==> config.mk <==
export PLATFORM = sky130hd
export DESIGN_NAME = sclk_reset_detector
export DESIGN_NICKNAME = d
export VERILOG_FILES = /design/src/rtl/sclk_rst_pkg.sv /design/src/rtl/sclk_edge_sync.sv /design/src/rtl/pulse_width_ctr.sv /design/src/rtl/reset_holdoff.sv /design/src/rtl/det_fsm.sv /design/src/rtl/sclk_reset_detector.sv
export SDC_FILE = /design/constraint.sdc
export NUM_CORES = 1
export LEC_CHECK = 0
export BUFFER_PORTS_ARGS = -buffer_cell sky130_fd_sc_hd__buf_2
export CORE_AREA = 5 5 69 71
export DETAILED_ROUTE_END_ITERATION = 16
export DIE_AREA = 0 0 74 76
export GPL_TIMING_DRIVEN = 0
export PLACE_DENSITY = 0.57
export SLEW_MARGIN = 0
export SYNTH_ARGS = -nofsm -noshare
export SYNTH_HDL_FRONTEND = slang
export SYNTH_SLANG_ARGS = --single-unit
export TNS_END_PERCENT = 30
==> constraint.sdc <==
create_clock -name clk -period 2.8 [get_ports clk]
set_input_delay 0.28 -clock clk [delete_from_list [all_inputs] [get_ports clk]]
set_output_delay 0.28 -clock clk [all_outputs]
set_load 0.03 [all_outputs]
==> src/rtl/sclk_rst_pkg.sv <==
`timescale 1ns/1ps
package sclk_rst_pkg;
    typedef enum logic [2:0] {
        ST_IDLE = 3'd0,
        ST_HI1  = 3'd1,
        ST_LO1  = 3'd2,
        ST_HI2  = 3'd3,
        ST_LO2  = 3'd4,
        ST_HI3  = 3'd5
    } det_state_t;
endpackage

==> src/rtl/sclk_edge_sync.sv <==
`timescale 1ns/1ps
module sclk_edge_sync #(
    parameter int SYNC_STAGES = 2
) (
    input  logic clk,
    input  logic rst_n,
    input  logic sclk_in,
    output logic rise,
    output logic fall
);
    logic [SYNC_STAGES:0] pipe;

    always_ff @(posedge clk or negedge rst_n) begin
        if (!rst_n) pipe <= '0;
        else        pipe <= {pipe[SYNC_STAGES-1:0], sclk_in};
    end

    // pipe[SYNC_STAGES-1] is the synchronized level, pipe[SYNC_STAGES] the previous one
    always_comb begin
        rise = pipe[SYNC_STAGES-1] & ~pipe[SYNC_STAGES];
        fall = ~pipe[SYNC_STAGES-1] & pipe[SYNC_STAGES];
    end
endmodule

==> src/rtl/pulse_width_ctr.sv <==
`timescale 1ns/1ps
module pulse_width_ctr #(
    parameter int CNT_W = 11
) (
    input  logic             clk,
    input  logic             rst_n,
    input  logic             edge_seen,
    output logic [CNT_W-1:0] width
);
    localparam logic [CNT_W-1:0] SAT = {CNT_W{1'b1}};

    always_ff @(posedge clk or negedge rst_n) begin
        if (!rst_n)            width <= '0;
        else if (edge_seen)    width <= {{(CNT_W-1){1'b0}}, 1'b1};
        else if (width != SAT) width <= width + 1'b1;
    end

    // once saturated the count stays until the next edge
    a_r1_cnt_saturates: assert property (@(posedge clk) disable iff (!rst_n)
        (width == SAT && !edge_seen) |=> (width == SAT));
endmodule

==> src/rtl/reset_holdoff.sv <==
`timescale 1ns/1ps
module reset_holdoff #(
    parameter int HOLD = 16
) (
    input  logic clk,
    input  logic rst_n,
    input  logic fire,
    output logic blocked
);
    localparam int HW = $clog2(HOLD + 1);
    localparam logic [HW-1:0] HOLD_V = HW'(HOLD);

    logic [HW-1:0] left;

    always_ff @(posedge clk or negedge rst_n) begin
        if (!rst_n)          left <= '0;
        else if (fire)       left <= HOLD_V;
        else if (left != '0) left <= left - 1'b1;
    end

    always_comb blocked = (left != '0);

    // every reset cycle opens the holdoff window
    a_r9_blocked_follows: assert property (@(posedge clk) disable iff (!rst_n)
        fire |=> blocked);
endmodule

==> src/rtl/det_fsm.sv <==
`timescale 1ns/1ps
module det_fsm
    import sclk_rst_pkg::*;
#(
    parameter int CNT_W   = 11,
    parameter int P1_MIN  = 300,
    parameter int P1_MAX  = 500,
    parameter int P2_MIN  = 550,
    parameter int P2_MAX  = 750,
    parameter int P3_MIN  = 1050,
    parameter int P3_MAX  = 1250,
    parameter int GAP_MIN = 5
) (
    input  logic             clk,
    input  logic             rst_n,
    input  logic             rise,
    input  logic             fall,
    input  logic [CNT_W-1:0] width,
    input  logic             abort,
    output det_state_t       state,
    output logic             hit
);
    det_state_t nxt;
    logic in_w1, in_w2, in_w3, gap_ok;

    always_comb begin
        in_w1  = (int'(width) >= P1_MIN) && (int'(width) <= P1_MAX);
        in_w2  = (int'(width) >= P2_MIN) && (int'(width) <= P2_MAX);
        in_w3  = (int'(width) >= P3_MIN) && (int'(width) <= P3_MAX);
        gap_ok = (int'(width) >= GAP_MIN);
    end

    always_ff @(posedge clk or negedge rst_n) begin
        if (!rst_n) state <= ST_IDLE;
        else        state <= nxt;
    end

    always_comb begin
        nxt = state;
        if (abort) begin
            nxt = ST_IDLE;
        end else if (rise) begin
            unique case (state)
                ST_LO1:  nxt = gap_ok ? ST_HI2 : ST_HI1;
                ST_LO2:  nxt = gap_ok ? ST_HI3 : ST_HI1;
                default: nxt = ST_HI1;
            endcase
        end else if (fall) begin
            unique case (state)
                ST_HI1:  nxt = in_w1 ? ST_LO1 : ST_IDLE;
                ST_HI2:  nxt = in_w2 ? ST_LO2 : (in_w1 ? ST_LO1 : ST_IDLE);
                ST_HI3:  nxt = (!in_w3 && in_w1) ? ST_LO1 : ST_IDLE;
                default: nxt = state;
            endcase
        end
    end

    always_comb hit = !abort && fall && (state == ST_HI3) && in_w3;

    // abort always lands in idle
    a_r7_abort_idle: assert property (@(posedge clk) disable iff (!rst_n)
        abort |=> (state == ST_IDLE));
    // the third pulse is reached only through the second gap
    a_r5_hi3_entry: assert property (@(posedge clk) disable iff (!rst_n)
        (state == ST_HI3 && $past(state) != ST_HI3) |-> ($past(state) == ST_LO2));
endmodule

==> src/rtl/sclk_reset_detector.sv <==
`timescale 1ns/1ps
module sclk_reset_detector
    import sclk_rst_pkg::*;
#(
    parameter int CNT_W   = 11,
    parameter int P1_MIN  = 300,
    parameter int P1_MAX  = 500,
    parameter int P2_MIN  = 550,
    parameter int P2_MAX  = 750,
    parameter int P3_MIN  = 1050,
    parameter int P3_MAX  = 1250,
    parameter int GAP_MIN = 5,
    parameter int HOLD    = 16
) (
    input  logic clk,
    input  logic rst_n,
    input  logic sclk_in,
    input  logic cs_n,
    input  logic pin_rst_req,
    input  logic cmd_rst_req,
    output logic chip_rst,
    output logic sclk_blocked
);
    logic             rise, fall, hit, abort;
    logic [CNT_W-1:0] width;
    det_state_t       state;

    sclk_edge_sync #(.SYNC_STAGES(2)) u_sync (
        .clk(clk), .rst_n(rst_n), .sclk_in(sclk_in), .rise(rise), .fall(fall)
    );

    pulse_width_ctr #(.CNT_W(CNT_W)) u_width (
        .clk(clk), .rst_n(rst_n), .edge_seen(rise | fall), .width(width)
    );

    always_comb abort = cs_n | chip_rst | sclk_blocked;

    det_fsm #(
        .CNT_W(CNT_W), .P1_MIN(P1_MIN), .P1_MAX(P1_MAX), .P2_MIN(P2_MIN),
        .P2_MAX(P2_MAX), .P3_MIN(P3_MIN), .P3_MAX(P3_MAX), .GAP_MIN(GAP_MIN)
    ) u_fsm (
        .clk(clk), .rst_n(rst_n), .rise(rise), .fall(fall), .width(width),
        .abort(abort), .state(state), .hit(hit)
    );

    always_ff @(posedge clk or negedge rst_n) begin
        if (!rst_n) chip_rst <= 1'b0;
        else        chip_rst <= hit | pin_rst_req | cmd_rst_req;
    end

    reset_holdoff #(.HOLD(HOLD)) u_hold (
        .clk(clk), .rst_n(rst_n), .fire(chip_rst), .blocked(sclk_blocked)
    );

    // a pattern-only reset lasts one cycle
    a_r4_pulse_single: assert property (@(posedge clk) disable iff (!rst_n)
        (chip_rst && !pin_rst_req && !cmd_rst_req) |=> !chip_rst);
    // pin and command requests reach the output
    a_r8_request_passes: assert property (@(posedge clk) disable iff (!rst_n)
        (pin_rst_req || cmd_rst_req) |=> chip_rst);
    // detector stays idle while edges are blocked
    a_r9_idle_while_blocked: assert property (@(posedge clk) disable iff (!rst_n)
        sclk_blocked |-> (state == ST_IDLE));
endmodule

Word-level counts from Yosys, hierarchy flattened
Cells that the tools add are included. W data, S select, Z words.

Register bits after elaboration: 23. Output and inout bits: 2. Word-level logic and storage cells: 58.

Add/sub/neg operators: 2. $lt $le $gt $ge: 7. Equality and inequality tests: 6. Mux-type cells: 14. Bitwise logic cells: 9. Reductions and logical operators: 15.

Operators with widths (number): $mux W11 (2); $mux W3 (5); $add A11 B1 Y11 const B (1); $ge A11 B10 Y1 const B (1); $ge A11 B11 Y1 const B (1); $ge A11 B3 Y1 const B (1); $ge A11 B9 Y1 const B (1); $le A11 B10 Y1 const B (1); $le A11 B11 Y1 const B (1); $le A11 B9 Y1 const B (1); $ne A11 B11 Y1 const B (1); $mux W5 (2); $reduce_bool A5 Y1 (2); $pmux W3 S3 (1); $logic_and A1 B1 Y1 (7); $eq A3 B2 Y1 const B (2); $eq A3 B3 Y1 const B (2); $mux W2 (3); $pmux W3 S2 (1); $or A1 B1 Y1 (5); $sub A5 B1 Y5 const B (1); $reduce_bool A2 Y1 (2); $eq A3 B1 Y1 const B (1); $reduce_bool A3 Y1 (1); 4 further kinds (7).

Logic depth before layout (Yosys ltp)
Gate-level depths: netlist of run 1.

Depth in word-level cells: 9. Gate-level depth with buffers: 7.

Hierarchy
Synthesis of run 1 repeated with hierarchy kept, for this count alone.

Cell total of the unflattened synthesis: 147. Area total of the unflattened synthesis: 1380.1 um^2.

Modules (own cells, without submodules): pulse_width_ctr (times used 1, cells an instance 60, area an instance 601.8 um^2); det_fsm (times used 1, cells an instance 53, area an instance 382.9 um^2); reset_holdoff (times used 1, cells an instance 25, area an instance 261.5 um^2); sclk_edge_sync (times used 1, cells an instance 5, area an instance 90.1 um^2); sclk_reset_detector (times used 1, cells an instance 4, area an instance 43.8 um^2).

Worst setup path after synthesis of run 1
No wires, ideal clock.

Kind: flip-flop to flip-flop. Start: register u_hold.left[0]. End: register u_fsm.state[2]. Data arrival time: 1.681 ns. Required time: 2.719 ns. Path slack: 1.038 ns. Stages on the path, launching flop included: 7. Period minus slack after synthesis: 1.762 ns. Path through: dfrtp_1 > inv_1 > ha_1 > or4b_4 > buf_6 > or3_4 > a31oi_2.

Word-level cells in the longest chain between the ends: 4. Elaborated cells on any way between the ends: 6. Classes of those cells: 1 x mux; 1 x bitwise; 4 x reduce/logical.

Ends and longest elaborated chain: from (decl) (line reset_holdoff.sv:13) `logic [HW-1:0] left;`; from (signal assigned) (line reset_holdoff.sv:18) `else if (left != '0) left <= left - 1'b1;`; $reduce_bool A5 Y1 * (line reset_holdoff.sv:21) `always_comb blocked = (left != '0);`; via sclk_blocked (line sclk_reset_detector.sv:22) `output logic sclk_blocked`; $or A1 B1 Y1 * (line sclk_reset_detector.sv:36) `always_comb abort = cs_n | chip_rst | sclk_blocked;`; $reduce_bool A5 Y1 (no source line) or $reduce_bool A3 Y1 (tied branches); $reduce_and A2 Y1 (no source line); to (signal assigned) (line det_fsm.sv:35) `else state <= nxt;`; to (decl) (line det_fsm.sv:20) `output det_state_t state,`.

Mark *: on every way through the listed nets, which the timed path passes. The rest lies on a longest branch. A chain may end at the register's enable or synchronous reset.

Worst setup path after layout of run 1
Start: register u_hold.left[0]. End: output port sclk_blocked.

Word-level cells in the longest chain between the ends: 1.

Ends and longest elaborated chain (line): $reduce_bool A5 Y1 (reset_holdoff.sv:21); to (decl) (sclk_reset_detector.sv:22).

Every way passes these cells.

==> impl_metrics.py, run 1 <==
metrics = {
    "drt": {
        "detailedRoute.firstPassIterationCount": 4,
        "drc": 0,
        "avgViaCountPerCell": 5.20,
        "drt_wl_total_um": 2820,
        "avgRoutedWirePerCell_um": 13.4,
        "vias": 1092,
        "drt_iter0_markers": 87,
        "post_detailed_route_count_of_antenna_violating_nets": 0,
    },
    "timing": {
        "clock_skew_ns": 0.00272,
        "hold_violations": 0,
        "max_slew_margin": 0.662,
        "max_slew.worst_pin.slew_ns": 0.507,
        "clock.fmax_mhz": 504,
        "layout_worst_path_cycle_share": 0.708,
        "final.min_clock_period_ns": 1.98,
        "rsz0062_at_grt": "false",
        "setup_viol_count_final": 0,
        "fin_tns_setup_ns": 0,
        "timing_max_transition_violations_final": 0,
    },
    "floorplan": {
        "core.rowCount": 24,
        "chipHeight_um": 76,
        "core-area_um2": 4170,
        "start_util": 0.325,
        "die_x_extent_um": 74,
        "io-pin-count": 8,
        "fp.dieArea_um2": 5620,
    },
    "global_route": {
        "globalRouteTotalUtil": 0.113,
        "grt-ovfl-total": 0,
        "pin_count_of_the_biggest_net_entering_global_routing": 24,
        "grt_first_pass_wirelength_um": 4910,
        "antenna_found_initial": 0,
        "first_global_vias": 1072,
    },
    "setup_path": {
        "crit-reg2reg-launch": "u_width.width[1]",
        "critical_path_class": "register to primary output",
        "worst_path_dominant_cell_family": "simple AND/OR/NAND/NOR gates",
        "critical_path_buf_inv_count": 3,
        "critical_path.endpoint_type": "primary output",
        "worst_ep_required_time_ns": 2.52,
        "crit_fanout": 7,
        "r2r_end": "u_width.width[1]",
        "logic_depth_of_the_worst_register_to_register_path": 6,
        "critPathLaunchType": "register",
        "worst_path_max_delay_cell": "or4b_4",
        "worst-endpoint-arrival_ns": 1.70,
        "worstPathCellList": "inv_1, ha_1, or4b_4, buf_6, buf_2",
        "minimum_setup_slack_among_reg_to_reg_paths_ns": 0.93,
        "critical-path-max-stage-delay_ns": 0.46,
    },
    "yosys": {
        "post-synth-top-area-cell": "dfrtp_1",
        "synth_top_area_share": 0.424,
        "syn_nets": 159,
        "mappedNetlistArea_um2": 1360,
        "ys_seq_area_frac": 0.424,
        "post_synth_num_cell_types": 44,
        "synth_ff_type": "dfrtp_1",
        "synthTopCellsByArea": "dfrtp_1 42%, ha_1 6.5%, nor2_1 4.2%",
        "async_reset_ff_frac": 1.00,
        "netlist_instances": 146,
        "synth-seq-cells": 23,
        "yosysWarningCount": 0,
        "post_synth.cell_area_avg_um2": 9.29,
        "count_of_flip_flops_with_a_built_in_enable_after_synthesis": 0,
    },
    "finish": {
        "fill_cells": 439,
        "area_growth_synth_to_finish_pct": 11.5,
        "drive_gt1_frac": 0.108,
        "final_core_utilization": 0.362,
        "antenna_cells": 0,
        "nets": 172,
        "mostFrequentLayoutCell": "dfrtp_1",
        "post-route-cell-area_um2": 1510,
        "most_used_cells_in_the_layout_excluding_fill_and_tap_cells": "23 x dfrtp_1, 15 x nor2_1",
    },
    "min_path": {
        "hold_path_depth": 1,
        "hold-path-endpoint": "u_sync.pipe[0]",
        "hold_path.class": "primary input to register",
        "hold_path_startpoint": "sclk_in",
    },
    "clock_tree": {
        "clock-sinks": 23,
        "insertion_delay_ns": 0.27,
        "cts_resized": 0,
        "clkTransAtPathRegs_ns": 0.08,
        "cts.htree.levels": 1,
        "cts_buffers": 3,
        "clk_path_buf_depth": 2,
        "ctsRootBufferMaster": "clkbuf_8",
        "clock_tree_from_tritoncts": "built",
    },
    "placed_design": {
        "io_buffer_count": 7,
        "dp.final_hpwl_um": 2140,
        "gpl.final_weighted_congestion": 0.873,
        "placed_area_um2": 1460,
    },
    "power_and_ir_drop": {
        "power.density_cell_area_nw_per_um2": 464,
        "power.leakage_uw": 0.000649,
        "max-vdd-ir-drop_uv": 203,
    },
    "run_status": {
        "run_status": "complete, no violations",
    },
    "job": {
        "cap_viol_max_count": 0,
    },
}
==> where the power goes <==
part | switching [uW] | internal [uW]
Clock | 108 | 99.5
Sequential | 24.5 | 350
Combinational | 71.7 | 47.5
==> Yosys cell counts, types with 2 or more instances <==
cell and n:
xnor2_1 2, dfrtp_1 23, inv_1 9, nor2_1 15, nor3b_1 2, and3_1 2, o211ai_1 2, a21oi_1 9
mux2i_1 2, nor4_1 2, nand3_1 3, a211oi_1 5, nand2_1 9, o21ai_0 8, buf_2 2, a2111oi_0 2
nand4b_1 2, and4_1 2, nand4_1 5, ha_1 7, clkbuf_1 4, or3_1 5, nor3_1 2, nand3b_1 2
==> stage by stage <==
step                      hold slack (ns)  power, uW  cells  setup WS [ns]
after global placement              0.275        493    205          0.967
after CTS                           0.110        710    210          0.796
after detailed placement            0.281        501    205          0.941
after global routing                0.102        746    210          0.670
after floorplan                   -0.0156        461    146           1.04
final                               0.116        702    210          0.816
==> metal layers <==
metal  track usage  wire length (um)  part of all wire
met1         0.147              1280              0.45
met2         0.171              1340              0.47
met3        0.0277               143             0.051
met4        0.0543                65             0.023
met5             0                 0                 0
==> worst register-to-register path, delay by kind of cell, from the launching register on <==
kind / cells / cell delay (ns)
AOI/OAI and AO/OA: 1 / 0.21
adders and majority gates: 1 / 0.29
buffers and inverters: 1 / 0.27
DFF: 1 / 0.50
and+or+nand+nor: 3 / 0.51
==> how the worst max path moves through the flow <==
| stage | start | endpoint | slack (ns) | cells after the start |
|---|---|---|---|---|
| floorplan | u_hold.left[0] | u_fsm.state[2] | 1.04 | 6 |
| global placement | u_width.width[1] | u_width.width[1] | 0.97 | 6 |
| detailed placement | u_width.width[1] | u_width.width[1] | 0.94 | 6 |
| CTS | u_hold.left[0] | sclk_blocked | 0.80 | 5 |
| global route | u_width.width[1] | u_width.width[1] | 0.67 | 6 |
| finish | u_hold.left[0] | sclk_blocked | 0.82 | 5 |
==> final cells by class <==
| type | instances | area [um2] | share of cell area |
|---|---|---|---|
| Tap cell | 52 | 65.1 | 0.0430 |
| Sequential cell | 23 | 576 | 0.380 |
| Clock inverter | 1 | 5.00 | 0.00331 |
| Inverter | 9 | 33.8 | 0.0223 |
| Timing Repair Buffer | 8 | 45.0 | 0.0298 |
| Multi-Input combinational cell | 107 | 711 | 0.470 |
| Buffer | 7 | 36.3 | 0.0240 |
| Clock buffer | 3 | 41.3 | 0.0273 |
==> logic make-up after synthesis <==
| family | Yosys count | share of synthesized area |
|---|---|---|
| compound gates | 35 | 0.169 |
| xor+xnor | 3 | 0.0194 |
| fa+ha+maj | 7 | 0.0646 |
| buf+inv | 16 | 0.0517 |
| flops | 23 | 0.424 |
| mux | 2 | 0.0148 |
| simple gates | 60 | 0.256 |
==> registers in the layout, summed over array words and instances, names as in the netlist <==
signal         flops
u_sync.pipe        3
u_hold.left        5
chip_rst           1
u_fsm.state        3
u_width.width     11
==> timing repair <==
| item | in CTS | in global routing |
|---|---|---|
| endpoints found under the hold margin | 23 | 0 |
| hold buffers | 1 | 0 |
| setup buffers | 0 | 0 |
Power figures use the tool's default switching activity.
==> run 2, diff against run 1 <==
- ABC_AREA: not set -> 1
- CORE_AREA: 5 5 69 71 -> 5 5 71 73
- DIE_AREA: 0 0 74 76 -> 0 0 76 78
- PLACE_DENSITY: 0.57 -> 0.59
- clock period: 2.8 -> 1.7 ns (I/O delays scaled with it)
==> impl_metrics.py, run 2 <==
metrics = {
    "floorplan": {
        "io-pin-count": 8,
        "start_util": 0.337,
        "core.rowCount": 24,
        "fp.dieArea_um2": 5930,
        "chipHeight_um": 78,
        "core-area_um2": 4290,
        "die_x_extent_um": 76,
    },
    "drt": {
        "drt_wl_total_um": 2840,
        "drt_iter0_markers": 53,
        "avgRoutedWirePerCell_um": 10.7,
        "drc": 0,
        "vias": 1213,
        "post_detailed_route_count_of_antenna_violating_nets": 0,
        "detailedRoute.firstPassIterationCount": 4,
        "avgViaCountPerCell": 4.58,
    },
    "setup_path": {
        "worstPathCellList": "ha_1, inv_1, nor2_4, nand2_2, nor2_4, nand3_2, buf_6, o21ai_2, nand2_1",
        "worst_ep_required_time_ns": 1.86,
        "critical_path_buf_inv_count": 2,
        "crit-reg2reg-launch": "u_width.width[1]",
        "critical-path-max-stage-delay_ns": 0.42,
        "worst_path_max_delay_cell": "dfrtp_1",
        "worst_path_dominant_cell_family": "simple AND/OR/NAND/NOR gates",
        "critical_path_class": "register to register",
        "path_common_cell": "nor2_4",
        "critical_path.endpoint_type": "register",
        "crit_fanout": 10,
        "worst-endpoint-arrival_ns": 1.73,
        "critPathLaunchType": "register",
        "start_point_of_the_critical_path": "u_width.width[1]",
        "minimum_setup_slack_among_reg_to_reg_paths_ns": 0.13,
    },
    "global_route": {
        "grt_first_pass_wirelength_um": 5080,
        "grt-ovfl-total": 0,
        "antenna_found_initial": 0,
        "pin_count_of_the_biggest_net_entering_global_routing": 24,
        "first_global_vias": 1187,
        "globalRouteTotalUtil": 0.102,
    },
    "placed_design": {
        "dp_slack_ns": 0.117,
        "io_buffer_count": 7,
        "gpl.final_weighted_congestion": 0.870,
        "dp.final_hpwl_um": 2190,
        "placed_area_um2": 1550,
    },
    "power_and_ir_drop": {
        "power_report.internal_total_uw": 830,
        "max-vdd-ir-drop_uv": 311,
        "power.density_cell_area_nw_per_um2": 735,
        "power.switching_fraction": 0.304,
        "p_switching_uw": 363,
        "seq_power_share": 0.508,
        "power.leakage_uw": 0.000854,
        "pwr-share-comb": 0.210,
        "power.total_uw": 1190,
        "pwr-share-clk": 0.282,
    },
    "finish": {
        "nets": 227,
        "fill_cells": 461,
        "antenna_cells": 0,
        "mostFrequentLayoutCell": "nand2_1",
        "post-route-cell-area_um2": 1620,
        "drive_gt1_frac": 0.122,
        "number_of_flip_flops_under_the_largest_register_name": 11,
        "largest-register": "u_width.width",
        "area_growth_synth_to_finish_pct": 12.1,
        "most_used_cells_in_the_layout_excluding_fill_and_tap_cells": "47 x nand2_1, 34 x inv_1, 28 x nor2_1",
        "reg.largest.list": "u_width.width x11, u_hold.left x5",
    },
    "yosys": {
        "synth_ff_type": "dfrtp_1",
        "yosys.cell_count.top_type": "nand2_1",
        "synth_top_area_share": 0.398,
        "synth-seq-cells": 23,
        "netlist_instances": 200,
        "synthTopCellsByArea": "dfrtp_1 40%, nand2_1 12%, inv_1 8.8%",
        "syn_nets": 213,
        "async_reset_ff_frac": 1.00,
        "ys_seq_area_frac": 0.398,
        "post_synth.cell_area_avg_um2": 7.24,
        "yosysWarningCount": 0,
        "netlist_top_cells_count": "48 x nand2_1, 34 x inv_1, 29 x nor2_1",
        "count_of_flip_flops_with_a_built_in_enable_after_synthesis": 0,
        "post_synth_num_cell_types": 24,
        "mappedNetlistArea_um2": 1450,
        "post-synth-top-area-cell": "dfrtp_1",
    },
    "timing": {
        "timing_max_transition_violations_final": 0,
        "rsz0062_at_grt": "false",
        "clock.fmax_mhz": 635,
        "setup_viol_count_final": 0,
        "layout_worst_path_cycle_share": 0.926,
        "fin_tns_setup_ns": 0,
        "setup_slack_ns": 0.126,
        "max_slew_margin": 0.658,
        "max_slew.worst_pin.slew_ns": 0.513,
        "final.min_clock_period_ns": 1.57,
        "clock_skew_ns": 0.00409,
        "hold_violations": 0,
    },
    "clock_tree": {
        "clock_tree_from_tritoncts": "built",
        "clock-sinks": 23,
        "ctsRootBufferMaster": "clkbuf_8",
        "cts.htree.levels": 1,
        "cts_buffers": 3,
        "clkTransAtPathRegs_ns": 0.08,
        "insertion_delay_ns": 0.26,
        "clk_path_buf_depth": 2,
    },
    "min_path": {
        "hold_path_startpoint": "cmd_rst_req",
        "hold_path.class": "primary input to register",
    },
    "run_status": {
        "run_status": "complete, no violations",
    },
    "job": {
        "cap_viol_max_count": 0,
    },
}
==> run 2: cell types whose count changed in the layout (fill, tap and decap cells not counted), moves of 3 or more <==
cell / delta
a21oi_1: -6
nand3_1: +17
inv_1: +25
o21ai_2: +3
clkbuf_1: -4
nor3_1: +3
a211oi_1: -4
nor2_1: +13
or3_1: -5
nand2_1: +38
==> run 2: final timing paths <==
path / to / depth (start not counted)
setup / recovery: u_width.width[0] / 9
hold / removal: chip_rst / 3
setup reg to reg: u_width.width[0] / 9
hold reg to reg: u_sync.pipe[1] / 0
max in group asynchronous: u_width.width[0] / 2
min in group asynchronous: u_width.width[1] / 2
==> run 2: cells by family after synthesis <==
family | share of synthesized area
adders and majority gates | 0.0605
DFF | 0.398
and+or+nand+nor | 0.338
buffers and inverters | 0.105
AOI/OAI and AO/OA | 0.0812
xor gates and xnor gates | 0.0182
==> run 2: final cells by class <==
| type | count | area, um2 | area share |
|---|---|---|---|
| clock inverters | 1 | 5.00 | 0.00308 |
| multi-input cells | 140 | 726 | 0.447 |
| plain buffers | 3 | 26.3 | 0.0162 |
| clock buffers | 3 | 41.3 | 0.0254 |
| repair buffers | 9 | 55.1 | 0.0339 |
| inverters | 34 | 128 | 0.0786 |
| flip-flops and latches | 23 | 577 | 0.355 |
| well taps | 52 | 65.1 | 0.0401 |
==> run 2: metal layers <==
metal | up-vias | part of all wire | track usage
li1 | 655 | - | -
met4 | 0 | 0.017 | 0.0516
met5 | - | 0 | 0
met2 | 12 | 0.48 | 0.170
met1 | 542 | 0.48 | 0.127
met3 | 4 | 0.021 | 0.0185
==> run 2: what timing repair did <==
| item | in CTS | in global routing |
|---|---|---|
| hold buffers | 1 | 1 |
| buffers inserted | 0 | 0 |
| setup endpoints to repair | 0 | 4 |
| endpoints found under the hold margin | 23 | 1 |
| resized for setup | 0 | 4 |
==> run 2: through the flow <==
stage / hold slack (ns) / utilization / std cells
after global routing: 0.105 / 0.378 / 265
after detailed placement: 0.187 / 0.360 / 259
after floorplan: -0.126 / - / 200
after global placement: 0.180 / 0.360 / 259
final: 0.101 / 0.378 / 265
after CTS: 0.00242 / 0.374 / 264
==> run 2: worst min-delay path, delay by kind of cell <==
kind                   cells  cell delay, ns
AOI/OAI and AO/OA          1            0.05
buffers and inverters      1            0.07
and+or+nand+nor            1            0.03
==> run 2: power by group through the flow <==
| stage | Combinational [uW] | Clock, uW | Sequential (uW) |
|---|---|---|---|
| 2_1_floorplan | 184 | 0 | 613 |
| 3_3_place_gp | 246 | 0 | 616 |
| 3_5_place_dp | 246 | 0 | 616 |
| 4_1_cts | 249 | 357 | 605 |
| 5_1_grt | 291 | 386 | 610 |
| 6_report | 250 | 337 | 606 |
